<file path="src/rtl/ftl_pkg.sv">
package ftl_pkg;

  typedef enum logic [1:0] {
    PG_ERASED  = 2'b00,
    PG_VALID   = 2'b01,
    PG_INVALID = 2'b10
  } page_state_t;

  typedef enum logic {
    ST_IDLE  = 1'b0,
    ST_MAINT = 1'b1
  } ctl_state_t;

endpackage

</file>
<file path="src/rtl/ftl_flash_array.sv">
module ftl_flash_array
  import ftl_pkg::*;
#(
  parameter int NB  = 4,
  parameter int PPB = 4,
  parameter int DW  = 16,
  localparam int NPG  = NB * PPB,
  localparam int PA_W = $clog2(NPG),
  localparam int BA_W = $clog2(NB)
) (
  input  logic            clk,
  input  logic            rst_n,
  input  logic            prog_en,
  input  logic [PA_W-1:0] prog_addr,
  input  logic [DW-1:0]   prog_data,
  output logic            prog_err,
  input  logic            inv_en,
  input  logic [PA_W-1:0] inv_addr,
  input  logic            ers_en,
  input  logic [BA_W-1:0] ers_blk,
  input  logic [PA_W-1:0] rd_addr,
  output logic [DW-1:0]   rd_data,
  output logic [NB-1:0]   blk_all_erased,
  output logic [NB-1:0]   blk_all_invalid
);

  page_state_t state_q [NPG];
  page_state_t state_d [NPG];
  logic [DW-1:0] data_q [NPG];
  logic prog_ok;

  // a program lands only on an erased page
  assign prog_err = prog_en && (state_q[prog_addr] != PG_ERASED);
  assign prog_ok  = prog_en && !prog_err;
  assign rd_data  = data_q[rd_addr];

  always_comb begin
    for (int p = 0; p < NPG; p++) begin
      state_d[p] = state_q[p];
      if (prog_ok && prog_addr == PA_W'(p)) state_d[p] = PG_VALID;
      if (inv_en && inv_addr == PA_W'(p))   state_d[p] = PG_INVALID;
      if (ers_en && ers_blk == BA_W'(p / PPB)) state_d[p] = PG_ERASED;
    end
  end

  always_ff @(posedge clk or negedge rst_n) begin
    if (!rst_n) begin
      for (int p = 0; p < NPG; p++) state_q[p] <= PG_ERASED;
    end else begin
      for (int p = 0; p < NPG; p++) state_q[p] <= state_d[p];
    end
  end

  always_ff @(posedge clk) begin
    if (prog_ok) data_q[prog_addr] <= prog_data;
  end

  for (genvar b = 0; b < NB; b++) begin : g_blk
    logic all_er, all_iv;
    always_comb begin
      all_er = 1'b1;
      all_iv = 1'b1;
      for (int k = 0; k < PPB; k++) begin
        all_er = all_er && (state_q[b*PPB+k] == PG_ERASED);
        all_iv = all_iv && (state_q[b*PPB+k] == PG_INVALID);
      end
    end
    assign blk_all_erased[b]  = all_er;
    assign blk_all_invalid[b] = all_iv;
  end

endmodule

</file>
<file path="src/rtl/ftl_wear_table.sv">
module ftl_wear_table #(
  parameter int NB     = 4,
  parameter int WEAR_W = 17,
  localparam int BA_W  = $clog2(NB)
) (
  input  logic            clk,
  input  logic            rst_n,
  input  logic            ers_en,
  input  logic [BA_W-1:0] ers_blk,
  input  logic [NB-1:0]   cand,
  output logic            pick_valid,
  output logic [BA_W-1:0] pick_blk
);

  logic [WEAR_W-1:0] count_q [NB];
  logic [WEAR_W-1:0] best;

  always_ff @(posedge clk or negedge rst_n) begin
    if (!rst_n) begin
      for (int i = 0; i < NB; i++) count_q[i] <= '0;
    end else if (ers_en && count_q[ers_blk] != '1) begin
      count_q[ers_blk] <= count_q[ers_blk] + 1'b1;
    end
  end

  // strict less-than keeps the lowest index on equal counts
  always_comb begin
    pick_valid = 1'b0;
    pick_blk   = '0;
    best       = '0;
    for (int i = 0; i < NB; i++) begin
      if (cand[i] && (!pick_valid || count_q[i] < best)) begin
        pick_valid = 1'b1;
        pick_blk   = BA_W'(i);
        best       = count_q[i];
      end
    end
  end

endmodule

</file>
<file path="src/rtl/ftl_map_table.sv">
module ftl_map_table #(
  parameter int LP   = 12,
  parameter int PA_W = 4,
  localparam int LA_W = $clog2(LP)
) (
  input  logic            clk,
  input  logic            rst_n,
  input  logic [LA_W-1:0] lk_idx,
  output logic            lk_hit,
  output logic [PA_W-1:0] lk_phys,
  input  logic            upd_en,
  input  logic [LA_W-1:0] upd_idx,
  input  logic [PA_W-1:0] upd_phys
);

  logic            valid_q [LP];
  logic [PA_W-1:0] phys_q  [LP];
  logic            in_range;

  assign in_range = int'(lk_idx) < LP;
  assign lk_hit   = in_range && valid_q[lk_idx];
  assign lk_phys  = in_range ? phys_q[lk_idx] : '0;

  always_ff @(posedge clk or negedge rst_n) begin
    if (!rst_n) begin
      for (int i = 0; i < LP; i++) valid_q[i] <= 1'b0;
    end else if (upd_en) begin
      valid_q[upd_idx] <= 1'b1;
    end
  end

  always_ff @(posedge clk) begin
    if (upd_en) phys_q[upd_idx] <= upd_phys;
  end

endmodule

</file>
<file path="src/rtl/ftl_mapper.sv">
module ftl_mapper
  import ftl_pkg::*;
#(
  parameter int NUM_BLOCKS      = 4,
  parameter int PAGES_PER_BLOCK = 4,
  parameter int LOGICAL_PAGES   = 12,
  parameter int DATA_W          = 16,
  parameter int WEAR_W          = 17,
  localparam int NPG  = NUM_BLOCKS * PAGES_PER_BLOCK,
  localparam int PA_W = $clog2(NPG),
  localparam int BA_W = $clog2(NUM_BLOCKS),
  localparam int PO_W = $clog2(PAGES_PER_BLOCK),
  localparam int LA_W = $clog2(LOGICAL_PAGES)
) (
  input  logic              clk,
  input  logic              rst_n,
  input  logic              req_valid,
  output logic              req_ready,
  input  logic              req_write,
  input  logic [LA_W-1:0]   req_lpage,
  input  logic [DATA_W-1:0] req_wdata,
  output logic              rsp_valid,
  output logic [DATA_W-1:0] rsp_rdata,
  output logic [PA_W-1:0]   rsp_ppage,
  output logic              rsp_unmapped,
  output logic              rsp_error
);

  // reset: asserted at once, released through two flops
  logic [1:0] rst_pipe_q;
  logic       rst_sync_n;
  always_ff @(posedge clk or negedge rst_n) begin
    if (!rst_n) rst_pipe_q <= '0;
    else        rst_pipe_q <= {rst_pipe_q[0], 1'b1};
  end
  assign rst_sync_n = rst_pipe_q[1];

  ctl_state_t     st_q, st_d;
  logic [BA_W-1:0] act_blk_q, act_blk_d;
  logic [PO_W-1:0] ptr_q, ptr_d;
  logic            full_q, full_d;

  logic              accept, prog_en, prog_err, prog_ok;
  logic [PA_W-1:0]   target;
  logic              lk_hit;
  logic [PA_W-1:0]   lk_phys;
  logic [DATA_W-1:0] rd_data;
  logic [NUM_BLOCKS-1:0] blk_all_erased, blk_all_invalid;
  logic              any_inv, ers_en, pick_valid, pick_take;
  logic [BA_W-1:0]   ers_blk, pick_blk;

  logic              rsp_valid_q;
  logic [DATA_W-1:0] rdata_q, rdata_d;
  logic [PA_W-1:0]   ppage_q, ppage_d;
  logic              unmapped_q, unmapped_d, error_q, error_d;

  assign req_ready = (st_q == ST_IDLE);
  assign accept    = req_valid && req_ready;
  assign target    = {act_blk_q, ptr_q};
  assign prog_en   = accept && req_write;
  assign prog_ok   = prog_en && !prog_err;

  ftl_map_table #(.LP(LOGICAL_PAGES), .PA_W(PA_W)) u_map (
    .clk      (clk),
    .rst_n    (rst_sync_n),
    .lk_idx   (req_lpage),
    .lk_hit   (lk_hit),
    .lk_phys  (lk_phys),
    .upd_en   (prog_ok),
    .upd_idx  (req_lpage),
    .upd_phys (target)
  );

  ftl_flash_array #(.NB(NUM_BLOCKS), .PPB(PAGES_PER_BLOCK), .DW(DATA_W)) u_flash (
    .clk             (clk),
    .rst_n           (rst_sync_n),
    .prog_en         (prog_en),
    .prog_addr       (target),
    .prog_data       (req_wdata),
    .prog_err        (prog_err),
    .inv_en          (prog_ok && lk_hit),
    .inv_addr        (lk_phys),
    .ers_en          (ers_en),
    .ers_blk         (ers_blk),
    .rd_addr         (lk_phys),
    .rd_data         (rd_data),
    .blk_all_erased  (blk_all_erased),
    .blk_all_invalid (blk_all_invalid)
  );

  ftl_wear_table #(.NB(NUM_BLOCKS), .WEAR_W(WEAR_W)) u_wear (
    .clk        (clk),
    .rst_n      (rst_sync_n),
    .ers_en     (ers_en),
    .ers_blk    (ers_blk),
    .cand       (blk_all_erased),
    .pick_valid (pick_valid),
    .pick_blk   (pick_blk)
  );

  // maintenance: erase fully invalid blocks first, lowest index first
  always_comb begin
    ers_blk = '0;
    for (int b = NUM_BLOCKS - 1; b >= 0; b--) begin
      if (blk_all_invalid[b]) ers_blk = BA_W'(b);
    end
  end
  assign any_inv   = |blk_all_invalid;
  assign ers_en    = (st_q == ST_MAINT) && any_inv;
  assign pick_take = (st_q == ST_MAINT) && !any_inv && full_q && pick_valid;

  always_comb begin
    act_blk_d = act_blk_q;
    ptr_d     = ptr_q;
    full_d    = full_q;
    st_d      = st_q;
    if (prog_ok) begin
      if (ptr_q == PO_W'(PAGES_PER_BLOCK - 1)) full_d = 1'b1;
      else                                    ptr_d  = ptr_q + 1'b1;
    end
    if (pick_take) begin
      act_blk_d = pick_blk;
      ptr_d     = '0;
      full_d    = 1'b0;
    end
    case (st_q)
      ST_IDLE:  if (prog_en) st_d = ST_MAINT;
      ST_MAINT: if (!any_inv && !pick_take) st_d = ST_IDLE;
      default:  st_d = ST_IDLE;
    endcase
  end

  always_comb begin
    rdata_d    = '0;
    ppage_d    = target;
    unmapped_d = 1'b0;
    error_d    = 1'b0;
    if (req_write) begin
      error_d = prog_err;
    end else if (lk_hit) begin
      rdata_d = rd_data;
      ppage_d = lk_phys;
    end else begin
      rdata_d    = '1;
      ppage_d    = '0;
      unmapped_d = 1'b1;
    end
  end

  always_ff @(posedge clk or negedge rst_sync_n) begin
    if (!rst_sync_n) begin
      st_q      <= ST_IDLE;
      act_blk_q <= '0;
      ptr_q     <= '0;
      full_q    <= 1'b0;
    end else begin
      st_q      <= st_d;
      act_blk_q <= act_blk_d;
      ptr_q     <= ptr_d;
      full_q    <= full_d;
    end
  end

  always_ff @(posedge clk or negedge rst_sync_n) begin
    if (!rst_sync_n) begin
      rsp_valid_q <= 1'b0;
      rdata_q     <= '0;
      ppage_q     <= '0;
      unmapped_q  <= 1'b0;
      error_q     <= 1'b0;
    end else begin
      rsp_valid_q <= accept;
      if (accept) begin
        rdata_q    <= rdata_d;
        ppage_q    <= ppage_d;
        unmapped_q <= unmapped_d;
        error_q    <= error_d;
      end
    end
  end

  assign rsp_valid    = rsp_valid_q;
  assign rsp_rdata    = rdata_q;
  assign rsp_ppage    = ppage_q;
  assign rsp_unmapped = unmapped_q;
  assign rsp_error    = error_q;

endmodule

</file>
<file path="config.mk">
export PLATFORM = sky130hd
export DESIGN_NAME = ftl_mapper
export DESIGN_NICKNAME = d
export VERILOG_FILES = /design/src/rtl/ftl_pkg.sv /design/src/rtl/ftl_flash_array.sv /design/src/rtl/ftl_wear_table.sv /design/src/rtl/ftl_map_table.sv /design/src/rtl/ftl_mapper.sv
export SDC_FILE = /design/constraint.sdc
export NUM_CORES = 1
export LEC_CHECK = 0
export BUFFER_PORTS_ARGS = -buffer_cell sky130_fd_sc_hd__buf_4
export CAP_MARGIN = 10
export CORE_ASPECT_RATIO = 0.5
export CORE_MARGIN = 2
export CORE_UTILIZATION = 47
export DETAILED_ROUTE_END_ITERATION = 8
export PLACE_DENSITY = 0.67
export SLEW_MARGIN = 30
export SYNTH_ARGS = -nofsm -noshare
export SYNTH_HDL_FRONTEND = slang
export SYNTH_SLANG_ARGS = --single-unit
</file>
<file path="constraint.sdc">
create_clock -name clk -period 4.3 [get_ports clk]
set_clock_uncertainty 0.1 [all_clocks]
set_input_delay 0.43 -clock clk [delete_from_list [all_inputs] [get_ports clk]]
set_output_delay 0.43 -clock clk [all_outputs]
set_load 0.01 [all_outputs]
</file>
After elaboration in Yosys (flattened, before gate mapping). Memory sizes are Yosys's and may differ from the RTL's. Cells that the tools add are included.

Register bits: 143. Memory bits (writable): 304. Input port bits: 24. Word-level logic and storage cells: 334. Memories kept: 2.

Memory list: u_flash.data_q (words 16, width 16, rd ports 1, clocked after Yosys merged registers in 0, write ports 1, RTL line ftl_flash_array.sv:29) `logic [DW-1:0] data_q [NPG];`; u_map.phys_q (words 12, width 4, rd ports 1, clocked after Yosys merged registers in 0, write ports 1, RTL line ftl_map_table.sv:17) `logic [PA_W-1:0] phys_q [LP];`.

$add $sub $neg: 2. Magnitude comparators: 9. Eq/ne operators: 52. Multiplexer cells: 95. Bitwise gates (word level): 5. Reduce and logical (&&, ||, !) cells: 127.

Operators by type and width (number): $mux W2 (59); $mux W17 (6); $logic_and A1 B1 Y1 (77); $bwmux W68 (1); $eq A4 B4 Y1 const B (16); $lt A17 B17 Y1 (3); $reduce_bool A3 Y1 (16); $eq A2 B2 Y1 const B (19); $bmux W17 S2 (1); $demux W17 S2 (1); $logic_not A2 Y1 (17); $eq A4 B3 Y1 const B (8); $mux W16 (2); $mux W1 (18); $add A17 B1 Y17 const B (1); $ne A17 B17 Y1 const B (1); $eq A4 B2 Y1 const B (4); $mux W4 (3); $or A12 B12 Y12 (1); $ge A5 B5 Y1 const B (2); $not A4 Y5 (2); $bmux W2 S4 (1); $eq A4 B1 Y1 const B (2); $logic_not A4 Y1 (2); 17 further kinds (27).

Logic depth before layout (Yosys ltp).
Depth in word-level cells: 22. Depth in mapped cells: 33. Gate-level depth less buffers: 28.

Hierarchy. A second synthesis with hierarchy kept.

Cell total of the unflattened synthesis: 1306. Area, all modules: 20113.0 um2.

Modules (own cells, without submodules): ftl_flash_array (times used 1, cells an instance 546, area an instance 11472.3 um2, seq. area each 8488.1 um2); ftl_wear_table (times used 1, cells an instance 497, area an instance 4899.7 um2, seq. area each 1701.6 um2); ftl_map_table (times used 1, cells an instance 127, area an instance 2433.6 um2, seq. area each 1741.7 um2); ftl_mapper (times used 1, cells an instance 136, area an instance 1307.5 um2, seq. area each 775.7 um2).

Worst setup path after synthesis. No wires, ideal clock.

Kind: flip-flop to flip-flop. Start: register u_flash.state_q[30] (netlist bit). End: register act_blk_q[1]. Arrival: 7.378 ns. Setup slack: -3.265 ns. Stages on the path, launching flop included: 32. Buffers on the path: 5. Path through: dfrtp_1 > or4_1 > buf_2 > nor2_1 > clkbuf_1 > nand2_1 > ha_1 > or3b_2 > o221ai_1 > a31oi_1 > nor2_1 > clkbuf_1 > nor2_1 > a21oi_1 > ha_1 > a2111oi_0 > nand2_1 > a31oi_1 > o31ai_1 > a2111o_1 > buf_2 > buf_2 > mux2_1 > ha_1 > a21o_1 > a21oi_1 > o21ai_0 > a221o_1 > a2111oi_0 > a222oi_1 > a2111o_1 > o211ai_1.

Cells in the longest elaborated chain, start to end: 18. Elaborated cells between the ends (all ways): 34.

Ends and longest elaborated chain: start, declared (RTL line ftl_flash_array.sv:27) `page_state_t state_q [NPG];`; $logic_not A2 Y1 (RTL line ftl_flash_array.sv:64) `all_er = all_er && (state_q[b*PPB+k] == PG_ERASED);`; $logic_and A1 B1 Y1 (3 in a row) (RTL line ftl_flash_array.sv:64); $mux W17 / $mux W1 (equally long branches) (RTL line ftl_wear_table.sv:32) `if (cand[i] && (!pick_valid || count_q[i] < best)) begin`; $lt A17 B17 Y1 / $logic_not A1 Y1 (equally long branches) (RTL line ftl_wear_table.sv:32); $logic_or A1 B1 Y1 (RTL line ftl_wear_table.sv:32); $logic_and A1 B1 Y1 (RTL line ftl_wear_table.sv:32); $mux W17 / $mux W1 (equally long branches) (RTL line ftl_wear_table.sv:32); $lt A17 B17 Y1 / $logic_not A1 Y1 (equally long branches) (RTL line ftl_wear_table.sv:32); $logic_or A1 B1 Y1 (RTL line ftl_wear_table.sv:32); $logic_and A1 B1 Y1 (RTL line ftl_wear_table.sv:32); $mux W17 / $mux W1 (equally long branches) (RTL line ftl_wear_table.sv:32); $lt A17 B17 Y1 / $logic_not A1 Y1 (equally long branches) (RTL line ftl_wear_table.sv:32); $logic_or A1 B1 Y1 (RTL line ftl_wear_table.sv:32); $logic_and A1 B1 Y1 (RTL line ftl_wear_table.sv:32); $mux W1 (RTL line ftl_wear_table.sv:32); $logic_and A1 B1 Y1 (RTL line ftl_mapper.sv:110) `assign pick_take = (st_q == ST_MAINT) && !any_inv && full_q && pick_valid;`; end signal, assigned (RTL line ftl_mapper.sv:158) `act_blk_q <= act_blk_d;`; end, declared (RTL line ftl_mapper.sv:39) `logic [BA_W-1:0] act_blk_q, act_blk_d;`.

Parallel ways exist; a longest one is shown, timed or not. A chain may end at the register's enable or synchronous reset.

Final worst setup path.
Start: register u_flash.state_q[31] (netlist bit). End: register act_blk_q[1].

The elaborated chain is that of the path after synthesis.

==> parameters.txt <==
Parameter                              Value

Run
  Max-capacitance violation count    0

Power and ir drop
  Fraction of power consumed by the clock network    31.5%
  Switching fraction of total power    30.3%
  Standby leakage power    around 9.7 nW
  Reported net switching power    0.00366 W
  Flop pwr share    between 40% and 50%
  Power per unit of standard cell area    482 mW/mm^2
  IR drop worst, VDD    0.000261 V
  Overall power of the completed layout    0.0121 W
  Combinational share of power    around a quarter
  Internal Pwr Total    around 0.0084 W

Global routing
  Number of global-route vias before repair    15600
  Global-route wire length before repair    about 90000 um
  Largest net degree at the start of global routing    about 90
  Number of antenna violations at the first check in global routing    0
  Aggregate global-route resource usage    26.3%
  Sum of overflow across all layers after global routing    0

Critical path
  Slowest cell on the critical path    sky130_fd_sc_hd__or4_4
  Largest stage delay on the critical path    0.60 ns
  Worst setup path category    reg2reg
  Req. time, crit path    4.66 ns
  Reg2reg end    act_blk_q[1]
  Element type at the critical path start    register
  Beginning of the critical path    u_flash.state_q[31]
  R2R depth    27
  Stages on the worst setup path    27
  Setup crit end kind    register
  Family of cells with the greatest summed delay on the critical path    compound AO/OA/AOI/OAI gates
  CP most frequent cell    sky130_fd_sc_hd__buf_6
  Max FO, Critical Path    8
  Critical register-to-register path startpoint    u_flash.state_q[31]
  Reg2reg setup slack    -2.58 ns
  Critical path data arrival time    between 7 and 8 ns
  Critical Path Sink    act_blk_q[1]
  Buffers plus inverters on the worst setup path    3

STA
  Worst path setup slack after routing    -2.58 ns
  Measured slew at the worst slew-check pin    0.984 ns
  Tightest slew margin relative to the limit    approximately a third
  Fin crit period    between 6 and 7 ns
  Total count of max-transition violations in the final report    0
  Setup violations, final    2
  Highest clock frequency the design can meet    145 MHz
  Unrepaired setup endpoints after global routing    yes
  Final Hold Viols    0
  Final critical-path share of the clock period    160%
  Final total negative setup slack    -5.15 ns

Synthesis
  Synthesized Nets    1818
  Number of enable-type register cells in the synthesized netlist    about 300
  Mean Syn Cell Area    11.8 sq um
  Top flip-flop cell by instance count after synthesis    sky130_fd_sc_hd__edfxtp_1
  Total of warnings raised by yosys    0
  Leading post-synthesis cells by cell area    sky130_fd_sc_hd__edfxtp_1 (44%), sky130_fd_sc_hd__dfrtp_1 (17%), sky130_fd_sc_hd__nand2_1 (3.4%)
  Gate count after technology mapping    1740
  Portion of netlist area occupied by mux cells    under 10%
  Synthesized-area fraction occupied by and/or/nand/nor cells    13.5%
  Compound-Gate Fraction of Synth Area    13.6%
  Combinational family with the most area after synthesis    compound AO/OA/AOI/OAI gates
  Sequential element share of the synthesized area    ~62%
  Synth Area in Adders    3.28%
  Total of flip-flops plus latches after synthesis    between 400 and 500
  Async set or reset register ratio after synthesis    32.0%
  Parity-gate share of the synthesized area counting xor and xnor cells    less than 1%
  Total standard cell area after synthesis    about 0.021 sq mm
  Yosys cell types    73
  Fraction of post-synthesis cell area in the top cell type by area    between 40% and 50%
  Biggest area consumer among synthesized cells    sky130_fd_sc_hd__edfxtp_1

Route
  Final routed wirelength across all metal layers    60000 um
  Post-detailed-route DRC marker count    0
  Per-cell via count in the routed design    6.05
  Antenna-violating nets left    0
  First DRT Iteration DRCs    1661
  First-pass DRT Iterations    8
  Average wire per standard cell    between 20 and 25 um
  Via count    ~16000

Clock tree
  Buffers from clock root to sink, at most    3
  Htree depth    2
  Clock buffers created by TritonCTS    41
  Root buf cell    sky130_fd_sc_hd__clkbuf_16
  Clk_lat worst skew    ~0.57 ns
  Clock sink count    447
  Clock-pin slew reported for the worst setup and hold paths after clock tree synthesis    0.07 ns
  CTS tree    done

Place
  Dpl hpwl    about 39000 um
  Post-Place Worst Slack    -2.76 ns
  Number of port buffers    47
  Weighted congestion reported at the end of routability-driven placement    0.918
  Area after DPL    0.0233 sq mm
  Total placed cells including tap cells    2486

Floorplanning
  Vertical extent of the die    152 um
  X dimension of the die    300 um
  Std cell rows    54
  Floorplan die area    0.0456 sq mm
  Standard cell core area    0.0434 sq mm
  Top-level I/O count    48
  Initial Utilization    between 40% and 50%

Outcome
  Violations in the final reports    setup timing
  Status    finished with violations

Cells and area
  Share of layout cells above drive strength 1    24.1%
  Final cell area excluding filler cells    around 0.025 sq mm
  Signed area change from the synthesized netlist to the final layout    21.7%
  Final net count    2030
  Fillers    3556
  Antenna diodes    0
  Post-layout instance count excluding filler cells    2573

Min path
  Type of the tightest min-delay check    in2reg
==> state kept, by name, summed over array words and instances, names as in the netlist <==
register,count
u_map.phys_q,48
act_blk_q,2
rsp_unmapped,1
u_map.valid_q,12
rst_pipe_q,2
u_wear.count_q,68
rsp_error,1
rsp_rdata,16
rsp_ppage,4
rsp_valid,1
u_flash.data_q,256
full_q,1
u_flash.state_q,32
st_q,1
ptr_q,2
==> worst register-to-register path, stage by stage (launching register included) <==
cell                        delay [ns]
sky130_fd_sc_hd__dfrtp_1          0.39
sky130_fd_sc_hd__or4_4            0.60
sky130_fd_sc_hd__nor2_4           0.30
sky130_fd_sc_hd__buf_6            0.20
sky130_fd_sc_hd__nand2_4          0.07
sky130_fd_sc_hd__ha_4             0.27
sky130_fd_sc_hd__nand4_1          0.17
sky130_fd_sc_hd__nor2_2           0.21
sky130_fd_sc_hd__a32oi_2          0.16
sky130_fd_sc_hd__a31oi_4          0.22
sky130_fd_sc_hd__nor2_4           0.07
sky130_fd_sc_hd__buf_6            0.15
sky130_fd_sc_hd__nor2_2           0.12
sky130_fd_sc_hd__a21oi_2          0.05
sky130_fd_sc_hd__ha_1             0.31
sky130_fd_sc_hd__and4_2           0.28
sky130_fd_sc_hd__a221oi_4         0.34
sky130_fd_sc_hd__o31ai_2          0.14
sky130_fd_sc_hd__a2111o_1         0.47
sky130_fd_sc_hd__buf_6            0.18
sky130_fd_sc_hd__mux2_2           0.27
sky130_fd_sc_hd__ha_1             0.31
sky130_fd_sc_hd__and3_4           0.18
sky130_fd_sc_hd__a221o_1          0.35
sky130_fd_sc_hd__a2111oi_2        0.29
sky130_fd_sc_hd__a222oi_1         0.17
sky130_fd_sc_hd__a2111o_1         0.34
sky130_fd_sc_hd__o211ai_1         0.09
==> Yosys cell counts (7+ instances only) <==
master and instances:
sky130_fd_sc_hd__mux2i_1 43, sky130_fd_sc_hd__nand2_1 185, sky130_fd_sc_hd__nand4_1 40, sky130_fd_sc_hd__edfxtp_1 304
sky130_fd_sc_hd__nor3_1 57, sky130_fd_sc_hd__a31oi_1 27, sky130_fd_sc_hd__nand2b_1 12, sky130_fd_sc_hd__nor2b_1 9
sky130_fd_sc_hd__o21a_1 15, sky130_fd_sc_hd__o22ai_1 23, sky130_fd_sc_hd__a22oi_1 39, sky130_fd_sc_hd__and2_1 13
sky130_fd_sc_hd__a21o_1 10, sky130_fd_sc_hd__buf_1 7, sky130_fd_sc_hd__a21oi_1 114, sky130_fd_sc_hd__buf_2 15
sky130_fd_sc_hd__inv_1 35, sky130_fd_sc_hd__a221oi_1 25, sky130_fd_sc_hd__nand3_1 45, sky130_fd_sc_hd__o21ai_0 84
sky130_fd_sc_hd__or3_1 10, sky130_fd_sc_hd__o311ai_1 18, sky130_fd_sc_hd__mux4_2 16, sky130_fd_sc_hd__nor2_1 163
sky130_fd_sc_hd__and3_1 7, sky130_fd_sc_hd__ha_1 54, sky130_fd_sc_hd__or4_1 9, sky130_fd_sc_hd__mux2_2 14
sky130_fd_sc_hd__or2_2 12, sky130_fd_sc_hd__clkbuf_1 71, sky130_fd_sc_hd__dfrtp_1 143, sky130_fd_sc_hd__o211ai_1 19
==> layer usage <==
layer	GRT usage, %	wire length, um
met5	0	0
met4	6.86	1300
met3	4.42	4930
met2	40.7	27500
met1	38.7	26200
==> layout by cell type, fill, tap and decap left out, types with 39 or more instances in the layout <==
cell type and count:
sky130_fd_sc_hd__mux2i_1 43, sky130_fd_sc_hd__a21oi_1 104, sky130_fd_sc_hd__nor3_1 54, sky130_fd_sc_hd__nor2_1 146, sky130_fd_sc_hd__o21ai_0 79, sky130_fd_sc_hd__nand2_1 171
sky130_fd_sc_hd__edfxtp_1 304, sky130_fd_sc_hd__nand3_1 45, sky130_fd_sc_hd__a22oi_1 39, sky130_fd_sc_hd__buf_4 236, sky130_fd_sc_hd__clkbuf_16 43, sky130_fd_sc_hd__nand4_1 40
sky130_fd_sc_hd__ha_1 39, sky130_fd_sc_hd__dfrtp_1 141
==> layout make-up <==
type | instances | area, sq um | share of cell area (%)
flip-flops and latches | 447 | 12700 | 50.7
clock inverters | 18 | 203 | 0.808
inverters | 36 | 135 | 0.539
clock buffers | 58 | 1180 | 4.72
well taps | 588 | 736 | 2.93
repair buffers | 264 | 2230 | 8.89
multi-input cells | 1162 | 7880 | 31.4
==> power groups by stage <==
stage	registers, W	clock network, W	logic, W
global route	0.00536	0.00402	0.00319
CTS	0.00531	0.00383	0.00287
floorplan	0.00537	0	0.00160
finish	0.00532	0.00381	0.00297
detailed placement	0.00539	0	0.00276
global placement	0.00538	0	0.00273
==> through the flow <==
stage | hold slack (ns) | utilization [%]
after floorplan | 0.0344 | -
after global routing | 0.0568 | 57.7
after global placement | 0.113 | 53.7
final | 0.0485 | 57.7
after CTS | 0.0376 | 57.2
after detailed placement | 0.114 | 53.7
==> worst min-delay path by stage <==
stage	startpoint	end	cells past startpoint
after CTS	req_wdata[1]	u_flash.data_q[7][1]	1
final	req_wdata[1]	u_flash.data_q[10][1]	1
after global placement	rst_n	rst_pipe_q[0]	1
after global routing	req_wdata[1]	u_flash.data_q[7][1]	1
after detailed placement	rst_n	rst_pipe_q[0]	1
after floorplan	rst_n	rst_pipe_q[0]	0
==> cell families after synthesis <==
family / count (synthesis)
xor gates and xnor gates: 8
muxes: 79
DFF: 447
and+or+nand+nor: 589
other: 1
adders and majority gates: 54
AOI/OAI and AO/OA: 430
buffers and inverters: 132
==> timing repair <==
item,4_1_cts,5_1_grt
hold buffers,1,0
endpoints found under the setup margin,2,49
cloned,1,1
resized for setup,21,38
setup buffers,4,4
pin swaps,12,14
hold endpoints to repair,2,0
No activity file was read; power rests on OpenSTA's default activity.
